File: src/rtl/dld_pkg.sv
package dld_pkg;
    typedef enum logic [1:0] {
        S_EMPTY = 2'd0,
        S_ONE   = 2'd1,
        S_FULL  = 2'd2
    } dld_state_e;
endpackage

File: src/rtl/dld_ctrl.sv
module dld_ctrl
    import dld_pkg::*;
(
    input  logic       clk,
    input  logic       rst_n,
    input  logic       iss_vld,
    input  logic       drain,
    input  logic       head_got,
    output dld_state_e st,
    output logic       iss_rdy,
    output logic       push,
    output logic       retire
);
    dld_state_e st_nx;

    always_ff @(posedge clk) begin
        if (!rst_n) st <= S_EMPTY;
        else        st <= st_nx;
    end

    always_comb begin
        iss_rdy = (st != S_FULL) || head_got;
        push    = iss_vld && iss_rdy;
        retire  = 1'b0;
        st_nx   = st;
        unique case (st)
            S_EMPTY: begin
                if (push) st_nx = S_ONE;                 // ISSUE_FIRST
            end
            S_ONE: begin
                if (push) st_nx = S_FULL;                // ISSUE_SECOND
                else if (drain && head_got) begin
                    retire = 1'b1;
                    st_nx  = S_EMPTY;                    // DRAIN_LAST
                end
            end
            S_FULL: begin
                if (push) retire = 1'b1;                 // ISSUE_ROLL
                else if (!iss_vld && drain && head_got) begin
                    retire = 1'b1;
                    st_nx  = S_ONE;                      // DRAIN_OLDEST
                end
            end
            default: st_nx = S_EMPTY;
        endcase
    end


    first_issue_chk: assert property (@(posedge clk) disable iff (!rst_n)
        (st == S_EMPTY && iss_vld) |=> (st == S_ONE));


    stall_hold_chk: assert property (@(posedge clk) disable iff (!rst_n)
        (st == S_FULL && iss_vld && !iss_rdy) |=> (st == S_FULL));
endmodule

File: src/rtl/dld_slots.sv
module dld_slots
    import dld_pkg::*;
#(
    parameter int DATA_W = 32
) (
    input  logic              clk,
    input  logic              rst_n,
    input  dld_state_e        st,
    input  logic              push,
    input  logic              retire,
    input  logic              mem_rvalid,
    input  logic [DATA_W-1:0] mem_rdata,
    output logic              head_got,
    output logic [DATA_W-1:0] head_data
);
    logic              got0, got1, ng0, ng1;
    logic [DATA_W-1:0] d0, d1, nd0, nd1;
    logic [1:0]        occ;

    always_comb begin
        ng0 = got0; ng1 = got1; nd0 = d0; nd1 = d1;
        occ = (st == S_FULL) ? 2'd2 : (st == S_ONE) ? 2'd1 : 2'd0;
        if (mem_rvalid) begin
            if (occ != 2'd0 && !got0) begin
                ng0 = 1'b1; nd0 = mem_rdata;
            end else if (occ == 2'd2 && !got1) begin
                ng1 = 1'b1; nd1 = mem_rdata;
            end
        end
        if (retire) begin
            ng0 = ng1; nd0 = nd1; ng1 = 1'b0;
            occ = occ - 2'd1;
        end
        if (push) begin
            if (occ == 2'd0) ng0 = 1'b0;
            else             ng1 = 1'b0;
        end
    end

    always_ff @(posedge clk) begin
        if (!rst_n) begin
            got0 <= 1'b0; got1 <= 1'b0;
            d0   <= '0;   d1   <= '0;
        end else begin
            got0 <= ng0; got1 <= ng1;
            d0   <= nd0; d1   <= nd1;
        end
    end

    assign head_got  = got0;
    assign head_data = d0;


    retire_data_chk: assert property (@(posedge clk) disable iff (!rst_n)
        retire |-> got0);


    rvalid_owner_chk: assert property (@(posedge clk) disable iff (!rst_n)
        mem_rvalid |-> (st != S_EMPTY));
endmodule

File: src/rtl/dld_unit.sv
module dld_unit
    import dld_pkg::*;
#(
    parameter int ADDR_W = 32,
    parameter int DATA_W = 32,
    parameter int TAG_W  = 5
) (
    input  logic              clk,
    input  logic              rst_n,
    input  logic              iss_vld,
    input  logic [ADDR_W-1:0] iss_addr,
    input  logic [TAG_W-1:0]  iss_tag,
    output logic              iss_rdy,
    input  logic              drain,
    input  logic [TAG_W-1:0]  drn_tag,
    output logic              mem_req,
    output logic [ADDR_W-1:0] mem_addr,
    input  logic              mem_rvalid,
    input  logic [DATA_W-1:0] mem_rdata,
    output logic              wr_en,
    output logic [TAG_W-1:0]  wr_tag,
    output logic [DATA_W-1:0] wr_data
);
    dld_state_e        st;
    logic              push, retire, head_got;
    logic [DATA_W-1:0] head_data;

    dld_ctrl u_ctrl (
        .clk(clk), .rst_n(rst_n), .iss_vld(iss_vld), .drain(drain),
        .head_got(head_got), .st(st), .iss_rdy(iss_rdy),
        .push(push), .retire(retire)
    );

    dld_slots #(.DATA_W(DATA_W)) u_slots (
        .clk(clk), .rst_n(rst_n), .st(st), .push(push), .retire(retire),
        .mem_rvalid(mem_rvalid), .mem_rdata(mem_rdata),
        .head_got(head_got), .head_data(head_data)
    );

    always_comb begin
        mem_req  = push;
        mem_addr = iss_addr;
        wr_en    = retire;
        wr_tag   = iss_vld ? iss_tag : drn_tag;
        wr_data  = head_data;
    end


    read_only_on_issue_chk: assert property (@(posedge clk) disable iff (!rst_n)
        mem_req |-> iss_vld);


    drain_no_read_chk: assert property (@(posedge clk) disable iff (!rst_n)
        (wr_en && !iss_vld) |-> !mem_req);
endmodule

File: config.mk
export PLATFORM = sky130hd
export DESIGN_NAME = dld_unit
export DESIGN_NICKNAME = d
export VERILOG_FILES = /design/src/rtl/dld_pkg.sv /design/src/rtl/dld_ctrl.sv /design/src/rtl/dld_slots.sv /design/src/rtl/dld_unit.sv
export SDC_FILE = /design/constraint.sdc
export NUM_CORES = 1
export LEC_CHECK = 0
export BUFFER_PORTS_ARGS = -buffer_cell sky130_fd_sc_hd__buf_2
export CAP_MARGIN = 25
export CORE_MARGIN = 3
export CORE_UTILIZATION = 40
export DETAILED_ROUTE_END_ITERATION = 10
export PLACE_DENSITY = 0.68
export SLEW_MARGIN = 5
export SYNTH_ARGS = -nofsm -noshare
export SYNTH_HDL_FRONTEND = slang
export SYNTH_HIERARCHICAL = 1
export SYNTH_SLANG_ARGS = --single-unit
File: constraint.sdc
create_clock -name clk -period 4.15 [get_ports clk]
set_clock_uncertainty 0.05 [all_clocks]
set_input_delay 0.2075 -clock clk [delete_from_list [all_inputs] [get_ports clk]]
set_output_delay 0.2075 -clock clk [all_outputs]
set_load 0.01 [all_outputs]
==> results.md <==
- Drt pass-1 iters: 4
- CP Capture Type: flop
- Gate Count Post-Synth: 375
- Register bit total from synthesis: slightly below 70
- Synth warn: 6
- Fmax: 410 MHz
- CP Cell Sequence: inv_1, ha_1, nor2_4, buf_4, a221oi_2, a311oi_1
- Wirelength, routed: 8.81 mm
- Ys async rst share: 0%
- P_sw: 0.747 mW
- Cell family with most CP delay: simple AND/OR/NAND/NOR gates
- Site Rows: 34
- Initial Utilization: approximately two fifths
- Reg power frac: 37.2%
- GPL Wtd Cong: around 0.75
- Clock root cell: clkbuf_8
- Clock buffer depth: 2
- Worst min path class: in2reg
- CP Data Required Time: between 4 and 5 ns
- Syn-to-layout area delta: 12.3%
- RSZ-0062 raised after global routing: false
- Final setup vio count: 0
- Cell Int Power: 1.44 mW
- Die X: 102 um
- Crit-path max cell delay: 0.60 ns
- Largest family of logic cells by synthesized area: compound AO/OA/AOI/OAI gates
- Largest net degree at the start of global routing: 66
- Setup repair bufs after CTS: 0
- Number of max-cap violations: 0
- TritonCTS Buffers: 9
- Outcome: finished, final reports clean
- Clock Latency Late Sink: 0.34 ns
- Routed Antenna Nets: 0
- First-pass GRT wire length: around 14 mm
- Setup_tns: 0 ns
- Grt total ovfl: 0
- Fin. Hold Viols: 0
- Tmin final: 2.44 ns
- Slowest CP cell: nor2_4
- Share of layout cells above drive strength 1: a little over a third
- Logic pwr share: 33.7%
- Pwr Density: approximately 530 mW/mm^2
- XOR/XNOR share of the synthesized area: 0%
- Yosys cell types: 33
- Post-Synth Simple-Gate Area: 14.2%
- Vias in the first global route: roughly 3.0k
- Hold_ws: 0.126 ns
- PortBufs: between 80 and 90
- VDD IR max: roughly 190 uV
- Adder-cell share of the synthesized area: 2.04%
- CTS tree: done
- Mux cell area share after synthesis: 1.80%
- # IOs: 151
- Clock network power share: 29.1%
- Total core area: 0.00885 mm^2
- WL/cell: 16.9 um
- Part of the cycle the worst path needs: 58.8%
- Number of flops mapped to enable cells by yosys: 0
- Post-cts gate resize count: 0
- CTS Hold Buffers Added: 0
- Worst-path fanout max: 18
- Complex-gate fraction of the synthesized area: 31.6%
- Worst path bufs/invs: 2
- Total Routing Usage GR: about 17%
- Clock-pin slew on the worst setup and hold paths: 0.07 ns
- CTS H-tree lvls: 3
- Slew @ Worst Pin: 0.917 ns
- Slew margin rel.: 38.8%
- DRT iter0 DRCs: between 100 and 150
- CP Launch Type: flop
- Total number of vias: 3,032
- Initial antenna violation count: 1
- Mapped Area: between 0.003 and 0.004 mm^2
- Switching part of the total: 34.1%
- Vias per cell: ~5.8
- Worst Path Arrival: 2.64 ns
- Max-slew violation count: 0
- Seq/Total Area, Yosys: approximately 37%
- Die height: 102 um
- LEAKAGE: 1.52 nW
- Syn Area/Cell: 9.82 um^2
- Critical path type: reg2reg
- Syn_nets: 460
- # DRC: 0
- DIE AREA: between 0.01 and 0.015 mm^2
- Ys flop type: dfxtp_1
- Antenna fix cells: 0
- CTS sink count: 68
- Final HPWL DP: 5.61 mm
- Commonest non-fill, non-tap cell in the layout: buf_2
- Most frequent cells in the layout: buf_2 (86), dfxtp_1 (67), a21oi_1 (33)
- Nets: 493
## registers in the layout, summed over array words and instances, names as in the netlist
| signal | cells |
|---|---|
| u_slots/d1 | 32 |
| u_slots/got1 | 1 |
| u_ctrl/st | 2 |
| u_slots/head_got | 1 |
| u_slots/head_data | 32 |
## power by group through the flow
stage               Combinational (mW)  Clock (mW)  Sequential, mW
floorplan                        0.610           0           0.838
global placement                 0.704           0           0.826
detailed placement               0.737           0           0.830
CTS                              0.740       0.653           0.815
global route                     0.809       0.677           0.827
finish                           0.738       0.637           0.814
## cells by family after synthesis
group,after synthesis
adder cells (fa/ha/maj),6
buffers and inverters,77
AO/OA/AOI/OAI,140
AND/OR/NAND/NOR,78
multiplexers,6
flip-flops,68
## final cells by class
cell class	instances	area, um^2
well taps	108	135
fillers	820	4710
clock inverters	3	67.6
repair buffers	92	533
inverters	7	26.3
flip-flops and latches	68	1360
multi-input cells	230	1840
clock buffers	13	169
## worst reg2reg max path, delay by kind of cell, from the launching register on
kind / cells / cell delay, ns
AO/OA/AOI/OAI: 2 / 0.38
adder cells (fa/ha/maj): 1 / 0.40
buffers and inverters: 2 / 0.49
flip-flops: 1 / 0.43
AND/OR/NAND/NOR: 1 / 0.60
## Yosys cell counts (all sizes together) (3+ instances only)
cell type / count / share of area (%)
and2: 33 / 5.7
nor2: 3 / 0.31
clkbuf: 26 / 2.6
a221oi: 33 / 13
o21ai: 34 / 4.7
o211ai: 4 / 0.82
ha: 6 / 2.0
nand2: 4 / 0.41
a311oi: 32 / 7.6
inv: 7 / 0.71
nand3b: 32 / 6.5
buf: 44 / 10
a21oi: 33 / 4.5
dfxtp: 68 / 37
mux2: 5 / 1.5
## stage by stage
step / setup slack (ns) / std cells / utilization [%] / area, um^2 / power [mW]
final: 1.71 / 521 / 46.7 / 4140 / 2.19
after global routing: 1.53 / 521 / 46.7 / 4140 / 2.31
after CTS: 1.68 / 520 / 46.5 / 4120 / 2.21
after detailed placement: 1.68 / 504 / 43.8 / 3880 / 1.57
after global placement: 1.64 / 502 / 43.3 / 3830 / 1.53
after floorplan: 1.98 / 375 / - / 3680 / 1.45
## per-layer routing
metal,up-vias,part of all wire [%],track usage [%]
met5,-,0.079,0
met4,2,2.5,10.9
met3,30,6.0,3.82
met2,75,47,27.4
met1,1466,44,20.5
li1,1459,-,-
## path summary, 6_finish.rpt
kind / from / endpoint / slack [ns] / cells past startpoint
setup reg to reg: u_ctrl/st[0] / u_slots/head_data[21] / 1.71 / 6
hold reg to reg: u_slots/d1[0] / u_slots/d1[0] / 0.45 / 2
setup / recovery: u_ctrl/st[0] / u_slots/head_data[21] / 1.71 / 6
hold / removal: mem_rdata[6] / u_slots/d1[6] / 0.13 / 3
Note: power is estimated with default switching activity, not from simulation.
